$ cat config.mk
export PLATFORM = sky130hd
export DESIGN_NAME = netled_gpio_mux
export DESIGN_NICKNAME = d
export VERILOG_FILES = /design/src/rtl/netled_pkg.sv /design/src/rtl/netled_regs.sv /design/src/rtl/netled_sync.sv /design/src/rtl/netled_blink.sv /design/src/rtl/netled_pad_drive.sv /design/src/rtl/netled_gpio_mux.sv
export SDC_FILE = /design/constraint.sdc
export NUM_CORES = 1
export LEC_CHECK = 0
export ABC_AREA = 1
export CAP_MARGIN = 5
export CORE_MARGIN = 3
export CORE_UTILIZATION = 50
export CTS_CLUSTER_SIZE = 28
export DETAILED_ROUTE_END_ITERATION = 12
export DONT_BUFFER_PORTS = 1
export SKIP_LAST_GASP = 1
export SLEW_MARGIN = 20
export SYNTH_ARGS = -nofsm -noshare
export SYNTH_HDL_FRONTEND = slang
export SYNTH_SLANG_ARGS = --single-unit
$ cat constraint.sdc
create_clock -name clk -period 1.75 [get_ports clk]
set_clock_uncertainty 0.05 [all_clocks]
set_input_delay 0.525 -clock clk [delete_from_list [all_inputs] [get_ports clk]]
set_output_delay 0.525 -clock clk [all_outputs]
set_load 0.02 [all_outputs]
$ cat src/rtl/netled_pkg.sv
package netled_pkg;

   typedef enum logic [1:0] {
      PIN_IN     = 2'b00,
      PIN_PP     = 2'b01,
      PIN_OD     = 2'b10,
      PIN_IN_ALT = 2'b11
   } pin_mode_e;

   typedef enum logic [1:0] {
      BLK_DOWN,
      BLK_ON,
      BLK_OFF,
      BLK_HOLD
   } blink_state_e;

   localparam int LED_SPEED   = 0;
   localparam int LED_LINK    = 1;
   localparam int LED_DUPLEX  = 2;
   localparam int CFG_LED_LSB = 8;

endpackage

$ cat src/rtl/netled_regs.sv
module netled_regs #(
   parameter int NUM_PINS = 3
) (
   input  logic                                         clk,
   input  logic                                         rst_n,
   input  logic                                         wr_en,
   input  logic                                         wr_addr,
   input  logic [netled_pkg::CFG_LED_LSB+NUM_PINS-1:0]  wr_data,
   output logic [2*NUM_PINS-1:0]                        cfg_mode,
   output logic [NUM_PINS-1:0]                          cfg_led,
   output logic [NUM_PINS-1:0]                          out_data
);
   localparam int LED_LSB = netled_pkg::CFG_LED_LSB;

   if (2 * NUM_PINS > LED_LSB) begin : g_bad_layout
      $error("netled_regs: mode fields overlap the indicator enables");
   end

   always_ff @(posedge clk) begin
      if (!rst_n) begin
         cfg_mode <= '0;
         cfg_led  <= '0;
         out_data <= '0;
      end else if (wr_en) begin
         if (!wr_addr) begin
            cfg_mode <= wr_data[2*NUM_PINS-1:0];
            cfg_led  <= wr_data[LED_LSB +: NUM_PINS];
         end else begin
            out_data <= wr_data[NUM_PINS-1:0];
         end
      end
   end

endmodule

$ cat src/rtl/netled_sync.sv
module netled_sync #(
   parameter int WIDTH  = 3,
   parameter int STAGES = 2
) (
   input  logic             clk,
   input  logic             rst_n,
   input  logic [WIDTH-1:0] d,
   output logic [WIDTH-1:0] q
);
   if (STAGES < 2) begin : g_bad_stages
      $error("netled_sync: at least two stages are required");
   end

   logic [STAGES-1:0][WIDTH-1:0] chain;

   always_ff @(posedge clk) begin
      if (!rst_n) chain <= '0;
      else        chain <= {chain[STAGES-2:0], d};
   end

   assign q = chain[STAGES-1];

endmodule

$ cat src/rtl/netled_blink.sv
module netled_blink #(
   parameter int WIN_CYCLES = 8
) (
   input  logic clk,
   input  logic rst_n,
   input  logic link_up,
   input  logic strobe,
   output logic led_on,
   output logic off_window
);
   import netled_pkg::*;

   localparam int CW = (WIN_CYCLES > 2) ? $clog2(WIN_CYCLES) : 1;
   localparam logic [CW-1:0] LAST = CW'(WIN_CYCLES - 1);

   if (WIN_CYCLES < 2) begin : g_bad_win
      $error("netled_blink: window must span at least two cycles");
   end

   blink_state_e state;
   logic [CW-1:0] cnt;
   logic          pending;

   always_ff @(posedge clk) begin
      if (!rst_n || !link_up) begin
         state   <= BLK_DOWN;
         cnt     <= '0;
         pending <= 1'b0;
      end else begin
         unique case (state)
            BLK_DOWN: state <= BLK_ON;
            BLK_ON: begin
               if (strobe) begin
                  state   <= BLK_OFF;
                  cnt     <= '0;
                  pending <= 1'b0;
               end
            end
            BLK_OFF: begin
               if (strobe) pending <= 1'b1;
               if (cnt == LAST) begin
                  state <= BLK_HOLD;
                  cnt   <= '0;
               end else begin
                  cnt <= cnt + 1'b1;
               end
            end
            BLK_HOLD: begin
               if (cnt == LAST) begin
                  cnt     <= '0;
                  pending <= 1'b0;
                  state   <= (pending || strobe) ? BLK_OFF : BLK_ON;
               end else begin
                  cnt <= cnt + 1'b1;
                  if (strobe) pending <= 1'b1;
               end
            end
            default: state <= BLK_DOWN;
         endcase
      end
   end

   assign off_window = (state == BLK_OFF);
   assign led_on     = (state == BLK_ON) || (state == BLK_HOLD);

endmodule

$ cat src/rtl/netled_pad_drive.sv
module netled_pad_drive (
   input  logic [1:0] mode,
   input  logic       led_en,
   input  logic       led_on,
   input  logic       data,
   output logic       oe,
   output logic       dout
);
   import netled_pkg::*;

   always_comb begin
      oe   = 1'b0;
      dout = 1'b0;
      if (led_en) begin
         oe = led_on;
      end else begin
         unique case (pin_mode_e'(mode))
            PIN_PP: begin
               oe   = 1'b1;
               dout = data;
            end
            PIN_OD:  oe = ~data;
            default: oe = 1'b0;
         endcase
      end
   end

endmodule

$ cat src/rtl/netled_gpio_mux.sv
module netled_gpio_mux #(
   parameter int NUM_PINS    = 3,
   parameter int CLK_FREQ_HZ = 125_000_000,
   parameter int WINDOW_US   = 80_000,
   parameter int SYNC_STAGES = 2
) (
   input  logic                                         clk,
   input  logic                                         rst_n,
   input  logic                                         phy_link_up,
   input  logic                                         phy_speed100,
   input  logic                                         phy_autoneg_busy,
   input  logic                                         phy_cable_present,
   input  logic                                         phy_full_duplex,
   input  logic                                         traffic_strobe,
   input  logic                                         wr_en,
   input  logic                                         wr_addr,
   input  logic [netled_pkg::CFG_LED_LSB+NUM_PINS-1:0]  wr_data,
   input  logic [NUM_PINS-1:0]                          pin_di,
   output logic [NUM_PINS-1:0]                          pin_oe,
   output logic [NUM_PINS-1:0]                          pin_do,
   output logic [NUM_PINS-1:0]                          pin_in_sync
);
   import netled_pkg::*;

   localparam int WIN_CYCLES = (CLK_FREQ_HZ / 1_000_000) * WINDOW_US;

   if (NUM_PINS != 3) begin : g_bad_pins
      $error("netled_gpio_mux: indicator map needs exactly three pins");
   end
   if (WIN_CYCLES < 2) begin : g_bad_window
      $error("netled_gpio_mux: blink window shorter than two cycles");
   end

   logic [2*NUM_PINS-1:0] cfg_mode;
   logic [NUM_PINS-1:0]   cfg_led;
   logic [NUM_PINS-1:0]   out_data;
   logic [NUM_PINS-1:0]   led_on;
   logic                  link_lit;
   logic                  act_off;

   netled_regs #(.NUM_PINS(NUM_PINS)) u_regs (
      .clk      (clk),
      .rst_n    (rst_n),
      .wr_en    (wr_en),
      .wr_addr  (wr_addr),
      .wr_data  (wr_data),
      .cfg_mode (cfg_mode),
      .cfg_led  (cfg_led),
      .out_data (out_data)
   );

   netled_sync #(.WIDTH(NUM_PINS), .STAGES(SYNC_STAGES)) u_sync (
      .clk   (clk),
      .rst_n (rst_n),
      .d     (pin_di),
      .q     (pin_in_sync)
   );

   netled_blink #(.WIN_CYCLES(WIN_CYCLES)) u_blink (
      .clk        (clk),
      .rst_n      (rst_n),
      .link_up    (phy_link_up),
      .strobe     (traffic_strobe),
      .led_on     (link_lit),
      .off_window (act_off)
   );

   always_comb begin
      led_on             = '0;
      led_on[LED_SPEED]  = phy_speed100 | phy_autoneg_busy | ~phy_cable_present;
      led_on[LED_LINK]   = link_lit;
      led_on[LED_DUPLEX] = phy_link_up & phy_full_duplex;
   end

   for (genvar p = 0; p < NUM_PINS; p++) begin : g_pad
      netled_pad_drive u_pad (
         .mode   (cfg_mode[2*p +: 2]),
         .led_en (cfg_led[p]),
         .led_on (led_on[p]),
         .data   (out_data[p]),
         .oe     (pin_oe[p]),
         .dout   (pin_do[p])
      );
   end

endmodule

[Yosys cells after proc, flatten, opt, wreduce, memory -nomap -nowiden]
Cells that the tools add are included.
Cells by class
  $add $sub $neg: 1
  reduce and logical (&&, ||, !) cells: 14
  bitwise gates (word level): 8
  multiplexer cells: 24
  equal/unequal tests: 13
Operators by type and width (count)
  24-bit 2-to-1 mux: 2
  24-bit one-hot mux with 2 select lines: 1
  24-bit by 1-bit adder with 24-bit output (second input constant): 1
  24-bit == test (second input constant): 1
  1-bit 2-to-1 mux: 12
  2-bit == test (second input constant): 5
  2-bit by 1-bit == test with 1-bit output (second input constant): 4
  2-bit 2-to-1 mux: 4
  2-bit one-hot mux with 4 select lines: 1
  2-bit AND reduction: 4
  1-bit one-hot mux with 2 select lines: 3
  1-bit inverter: 5
  2-bit by 1-bit != test with 1-bit output (second input constant): 2
  1-bit logical OR: 3
  1-bit one-hot mux with 3 select lines: 1
  3-bit AND reduction: 1
  3-bit nonzero test: 1
  1-bit logical NOT: 2
  2-bit logical NOT: 1
  2-bit != test (second input constant): 1
  1-bit bitwise OR: 2
  2-bit nonzero test: 1
  2-bit OR reduction: 1
  1-bit bitwise AND: 1
Storage, ports and cells
  logic and storage cells: 68
  output and inout bits: 9
  register bits: 45

[Depth between registers and ports, before layout]
Gate-level depths: netlist of the first run.
  word-level depth: 4
  mapped depth: 10

[Hierarchy]
From an unflattened synthesis of the first run, not the netlist that was laid out.
Second synthesis, totals
  cell total of the unflattened synthesis: 377
  area, all modules: 2539.9 µm²
By module, submodules not included
  netled_blink: cells an instance 241, area each 1619.1 µm², instances 1
  netled_regs: cells an instance 72, area each 515.5 µm², instances 1
  netled_pad_drive: cells an instance 13, area each 67.6 µm², instances 3
  netled_sync: cells an instance 21, area each 187.7 µm², instances 1
  netled_gpio_mux: cells an instance 4, area each 15.0 µm², instances 1

[Least setup slack after synthesis of the first run]
No wires, ideal clock.
  path kind: flip-flop to output port
  start: register u_regs.cfg_mode[0]
  end: output port pin_oe[0]
  path buffers: 1
  required time: 1.175 ns
  setup slack: 0.161 ns
  stages on the path, launching flop included: 5
  data arrival time: 1.014 ns
  cell sequence: dfxtp_1 -> inv_1 -> ha_1 -> o31ai_1 -> buf_4
Between the ends
  longest elaborated chain between the ends: 3
  elaborated cells between the ends (all ways): 4
Ends and longest elaborated chain
  start, declared: RTL line netled_regs.sv:9  | output logic [2*NUM_PINS-1:0] cfg_mode,
  start signal, assigned: RTL line netled_regs.sv:26  | cfg_mode <= wr_data[2*NUM_PINS-1:0];
  2-bit == test / 2-bit by 1-bit == test with 1-bit output (equally long branches): RTL line netled_pad_drive.sv:17  | unique case (pin_mode_e'(mode))
  1-bit one-hot mux with 2 select lines *: RTL line netled_pad_drive.sv:17
  1-bit 2-to-1 mux *: RTL line netled_pad_drive.sv:14  | if (led_en) begin
  end, declared: RTL line netled_gpio_mux.sv:19  | output logic [NUM_PINS-1:0] pin_oe,
Every way passes the cells marked *; elsewhere a longest branch is shown, timed or not.

[Worst setup path in the final report of the first run]
  start: register u_regs.cfg_mode[4]
  end: output port pin_oe[2]
The elaborated chain is that of the path after synthesis.

==> results of run 1 <==
[cells by family after synthesis]
group           after synthesis  synth area share, %
flops                        45                 34.7
compound gates               67                 13.8
buf+inv                      77                 13.6
simple gates                194                 33.5
xor+xnor                      3                 1.01
fa+ha+maj                     7                 3.37
[cell usage after synthesis (2+ instances only)]
| master | count |
|---|---|
| buf_4 | 9 |
| ha_1 | 7 |
| buf_2 | 4 |
| inv_2 | 2 |
| nand2_1 | 95 |
| clkbuf_1 | 3 |
| o31ai_1 | 3 |
| inv_1 | 54 |
| nand4_1 | 6 |
| buf_6 | 3 |
| xor2_1 | 3 |
| nor2_2 | 7 |
| nand3b_1 | 2 |
| o21ai_0 | 22 |
| nand3_1 | 24 |
| a21oi_1 | 32 |
| nor2_1 | 43 |
| clkbuf_2 | 2 |
| o21ai_1 | 5 |
| nor3_2 | 2 |
| nand2_4 | 2 |
| nor3_1 | 3 |
| a21oi_2 | 2 |
| nand2_2 | 5 |
| or2_2 | 2 |
| dfxtp_1 | 45 |
[layout by cell type (no fill, tap or decap), types with 4 or more instances in the layout]
cell type	n
nand2_1	94
inv_1	48
dfxtp_1	39
nor2_1	38
a21oi_1	29
nand3_1	23
o21ai_0	22
buf_4	15
nor2_2	10
nand2_2	6
nand4_1	6
ha_4	6
inv_2	5
a21oi_2	5
o21ai_1	5
clkbuf_8	5
dfxtp_2	4
[sequential cells by signal, indices dropped and copies added (netlist names)]
register,cells
u_blink.state,2
u_regs.cfg_led,3
u_blink.pending,1
u_regs.cfg_mode,6
u_regs.out_data,3
u_sync.chain,3
u_sync.q,3
u_blink.cnt,24
[power groups by stage]
stage	logic [mW]	registers (mW)	clock network (mW)
finish	0.193	1.08	0.791
global route	0.219	1.09	0.870
CTS	0.188	1.08	0.824
detailed placement	0.154	1.10	0
global placement	0.152	1.10	0
floorplan	0.136	1.09	0
[cell type report]
| type | instances | area (um2) |
|---|---|---|
| Clock buffer | 6 | 72.6 |
| Clock inverter | 2 | 38.8 |
| Fill cell | 473 | 1940 |
| Inverter | 56 | 218 |
| Multi-Input combinational cell | 271 | 1480 |
| Sequential cell | 45 | 913 |
| Tap cell | 67 | 83.8 |
| Timing Repair Buffer | 16 | 133 |
[stage by stage]
stage / setup slack, ns / area, um2 / setup TNS, ns / utilization, % / hold WS [ns]
finish: -0.114 / 2940 / -0.310 / 60.2 / 0.274
global route: -0.187 / 2940 / -0.542 / 60.2 / 0.257
CTS: -0.123 / 2890 / -0.342 / 59.2 / 0.259
detailed placement: 0.0894 / 2630 / 0 / 53.9 / 0.348
global placement: 0.0900 / 2630 / 0 / 53.9 / 0.345
floorplan: 0.161 / 2590 / 0 / - / 0.340
[worst max-delay path: stages (launching register included)]
cell and delay [ns]:
dfxtp_4 0.37, inv_4 0.06, ha_4 0.11, a21oi_2 0.05, o31ai_2 0.22, buf_4 0.18
[worst min-delay path by stage]
stage	startpoint	end	slack (ns)	cells after the start
final	rst_n	u_sync.q[2]	0.27	2
after global routing	rst_n	u_sync.q[1]	0.26	2
after CTS	rst_n	u_sync.q[2]	0.26	2
after detailed placement	u_sync.chain[2]	u_sync.q[2]	0.35	2
after global placement	u_sync.chain[2]	u_sync.q[2]	0.35	2
after floorplan	u_sync.chain[0]	u_sync.q[0]	0.34	2
[layer usage]
metal	vias to the layer above	part of all wire (%)
met5	-	0
met4	0	1.4
met3	9	4.9
met2	55	45
met1	1066	48
li1	1235	-
[repair_timing]
action | CTS | global route
cloned | 0 | 0
resized for setup | 30 | 13
setup buffers | 4 | 1
setup endpoints to repair | 6 | 15
pin swaps | 8 | 2
==> results.toml, run 1 <==
[setup_path]
r2r-end = "u_blink.cnt[20]"
cp-end-kind = "output pin"
critPathMaxFanout = 2
start_kind = "register"
r2r_start = "u_blink.cnt[0]"
critPathKind = "register to output pin"
endpoint = "pin_oe[2]"
worstPathArrival_ns = 1.29
required_ns = 1.17
reg2regPathDepth = 10
startpoint = "u_regs.cfg_mode[4]"
regToRegSetupSlack_ns = 0.14

[final_layout]
drive_above_1_share_pct = 20.2
nNetsFinal = 426
final_cells = 463
diodes = 0
area_growth_pct = 13.2

[hold_path]
hold_path_class = "primary input to register"

[run_status]
failed_checks = "setup timing"
run_status = "finished, violations left"

[routing]
drtIter0Drc = 140
routed_via_density = 5.11
num_vias = 2365
route.detailed.drc = 0
drtPass1Iterations = 4
ant_nets = 0
wire_per_inst_um = 12.8
wirelength_mm = 5.94

[logic_synthesis]
synth_fp_nets = 424
ys_types = 32
synth_ff_type = "dfxtp_1"
synth_area_per_cell_um2 = 6.60
async_flop_share_pct = 0
synth_top_area_share_pct = 34.7
synth_area_um2 = 2590
synth_area_leaders = "dfxtp_1 (35%), nand2_1 (14%), inv_1 (7.8%)"
synth_edf_count = 0
yosysWarnings = 0
ys_seq_area_share_pct = 34.7
ys_seq_elements = 45
yosysTopAreaCell = "dfxtp_1"
synthCells = 393

[global_routing]
grt_most_used_layer = "met2"
antenna_found_initial = 0
gr-usage-met1_pct = 29.4
grt_use_met2_pct = 33.1
first_global_vias = 2207
globalRouteOverflowTotal = 0
use_met3_pct = 3.67
grt_pass1_wl_mm = 10.3
grt_max_degree = 22
grt_usage_pct = 20.9

[floorplan]
row_count = 25
io_pins = 33
dieArea_um2 = 6090
dieHeight_um = 78.0
die_width_um = 78.0
initial_core_util_pct = 53.2
core_area_um2 = 4880

[clocking]
cts-root-buf = "clkbuf_8"
cts.sinks = 45
clockBufferDepth = 2
tritoncts = "built"
clkSlewWorstSetupHoldPaths_ns = 0.09
clk_latency_ns = 0.29
htree_levels = 2
cts_buffers = 5
cts_hold_buf = 0

[timing]
grt_setup_unrepaired = "yes"
final-setup-viol-count = 3
tightest_slew_ns = 0.473
finalCritPeriodShare_pct = 107
fmax_mhz = 537
relSlewSlack_pct = 68.4
finalCriticalPeriod_ns = 1.86
slew_viol_final = 0
finalHoldViolCount = 0
setup_ws_ns = -0.114

[power]
power_mw = 2.07
max-vdd-ir-drop_uv = 500
power_frac_comb_pct = 9.3
p_int_mw = 1.56
leakagePower_nw = 1.14
p_sw_mw = 0.506
pwr_density_cell_nw_per_um2 = 704
power.share.clock_pct = 38.3
netSwitchingFraction_pct = 24.5
seq_power_share_pct = 52.4

[place]
port_buffers = 0
gp_congestion = 0.879
dp.cells = 450
place_hpwl_mm = 4.23

[flow_run]
maxCapViolCount = 0
Note: power is estimated with default switching activity, not from simulation.
==> run 2, diff against run 1 <==
REMOVE_ABC_BUFFERS = 1   (was unset)
clock period = 2.1 ns   (was 1.75 ns; I/O delays follow)
==> run 2 against run 1 <==
  * The run now ends clean
  * Clock power down 13%
  * Non-clock buffer count down 9
  * Sequential share of layout area up 2.1 points
  * Via count down 3.6%
  * Core utilization down 4.4 points
  * Critical path depth down 1
  * First-iteration DRC count up 31%
  * Final cell count down 1.9%
  * Register-to-register slack better by 0.31 ns
  * Sequential power down 17%
  * Critical endpoint unchanged
  * Highest routed layer unchanged
==> results.toml, run 2 (same netlist as run 1, synthesis figures left out) <==
[run_status]
run_status = "complete, no violations"

[place]
gp_congestion = 0.844
dp.cells = 446
place_ws_ns = 0.350
port_buffers = 0
place_hpwl_mm = 4.04
place_area_um2 = 2590

[global_routing]
grt_pass1_wl_mm = 9.54
grt_usage_pct = 19.3
first_global_vias = 2147
grt_max_degree = 20
globalRouteOverflowTotal = 0
antenna_found_initial = 0

[floorplan]
initial_core_util_pct = 53.2
io_pins = 33
core_area_um2 = 4880
row_count = 25
die_width_um = 78.0
dieArea_um2 = 6090
dieHeight_um = 78.0

[routing]
drtIter0Drc = 183
wirelength_mm = 5.49
num_vias = 2279
route.detailed.drc = 0
drtPass1Iterations = 4
wire_per_inst_um = 12.1
routed_via_density = 5.02
ant_nets = 0

[hold_path]
hold_path_class = "register to register"
min_path_cells = 2

[timing]
fmax_mhz = 490
whs_ns = 0.368
slew_viol_final = 0
tightest_slew_ns = 0.460
relSlewSlack_pct = 69.3
finalCriticalPeriod_ns = 2.04
finalCritPeriodShare_pct = 97.1
setup_ws_ns = 0.0602
final-setup-viol-count = 0
finalHoldViolCount = 0

[power]
seq_power_share_pct = 52.2
leakagePower_nw = 1.06
power_mw = 1.71
p_sw_mw = 0.425
pwr_density_cell_nw_per_um2 = 628
power_frac_comb_pct = 7.6
p_int_mw = 1.29
power.share.clock_pct = 40.2
max-vdd-ir-drop_uv = 426
netSwitchingFraction_pct = 24.9

[setup_path]
critical_path.slowest_cell = "dfxtp_2"
worstPathArrival_ns = 1.36
required_ns = 1.42
critical_path_cell_count = 4
cp-end-kind = "output pin"
reg2regPathDepth = 8
start_kind = "register"
cp_cell_sequence = "inv_1 -> ha_1 -> o31ai_2 -> buf_4"
crit_buf_inv = 2
crit_family = "flip-flops"
critPathMaxFanout = 2
critPathKind = "register to output pin"
critPathMaxStageDelay_ns = 0.33

[clocking]
cts.sinks = 45
clk_latency_ns = 0.30
cts-root-buf = "clkbuf_8"
cts_buffers = 5
clkSlewWorstSetupHoldPaths_ns = 0.09
clockBufferDepth = 2
htree_levels = 2
tritoncts = "built"
cts_setup_buffers = 0

[final_layout]
final_cells = 454
area_growth_pct = 4.97
diodes = 0
largest_reg_flops = 24
final_cell_mix = "nand2_1 (95), inv_1 (54), nor2_1 (43)"
largest_register = "u_blink.cnt"
final_cell_area_um2 = 2720
drive_above_1_share_pct = 12.1
nNetsFinal = 417
top_regs = "u_blink.cnt (24), u_regs.cfg_mode (6)"
final_common_cell = "nand2_1"

[flow_run]
maxCapViolCount = 0
[run 2: per-stage QoR]
step,utilization (%),TNS (ns)
final,55.8,0
after floorplan,-,0
after global routing,55.8,-0.0164
after CTS,55.4,0
after global placement,53.1,0
after detailed placement,53.1,0
[run 2: final timing paths]
path / slack, ns / end / startpoint
min: 0.37 / u_sync.q[0] / u_sync.chain[0]
min reg2reg: 0.37 / u_sync.q[0] / u_sync.chain[0]
max reg2reg: 0.45 / u_blink.cnt[14] / u_blink.cnt[1]
max: 0.06 / pin_oe[2] / u_regs.cfg_mode[4]
[run 2: cell type report]
cell class	count	area [um2]
clock buffer	5	68.8
clock inverter	3	47.5
fill	490	2160
inverter	56	210
multi-input combinational	271	1360
sequential	45	905
tap	67	83.8
timing repair buffer	7	52.6
[run 2: worst register-to-register path, delay by kind of cell (launching register included)]
| kind | cells | cell delay (ns) |
|---|---|---|
| simple gates | 6 | 0.78 |
| flops | 1 | 0.38 |
| fa+ha+maj | 1 | 0.20 |
| xor+xnor | 1 | 0.14 |
[run 2: power by group through the flow]
stage	combinational (mW)	clock, mW	sequential [mW]
finish	0.130	0.688	0.893
global route	0.147	0.749	0.897
CTS	0.125	0.714	0.893
detailed placement	0.125	0	0.913
global placement	0.123	0	0.912
floorplan	0.0843	0	0.911
[run 2: timing repair]
item,4_1_cts,5_1_grt
endpoints found under the setup margin,1,3
hold buffers,0,0
pin swaps,1,2
gates resized for setup,0,6
[run 2: routing by layer]
| layer | wire [um] | vias to the layer above | GRT usage [%] | share of wire (%) |
|---|---|---|---|---|
| met3 | 311 | 5 | 3.10 | 5.7 |
| met4 | 49 | 0 | 6.29 | 0.89 |
| li1 | - | 1219 | - | - |
| met1 | 2530 | 993 | 25.2 | 46 |
| met2 | 2600 | 62 | 32.4 | 47 |
| met5 | 0 | - | 0 | 0 |
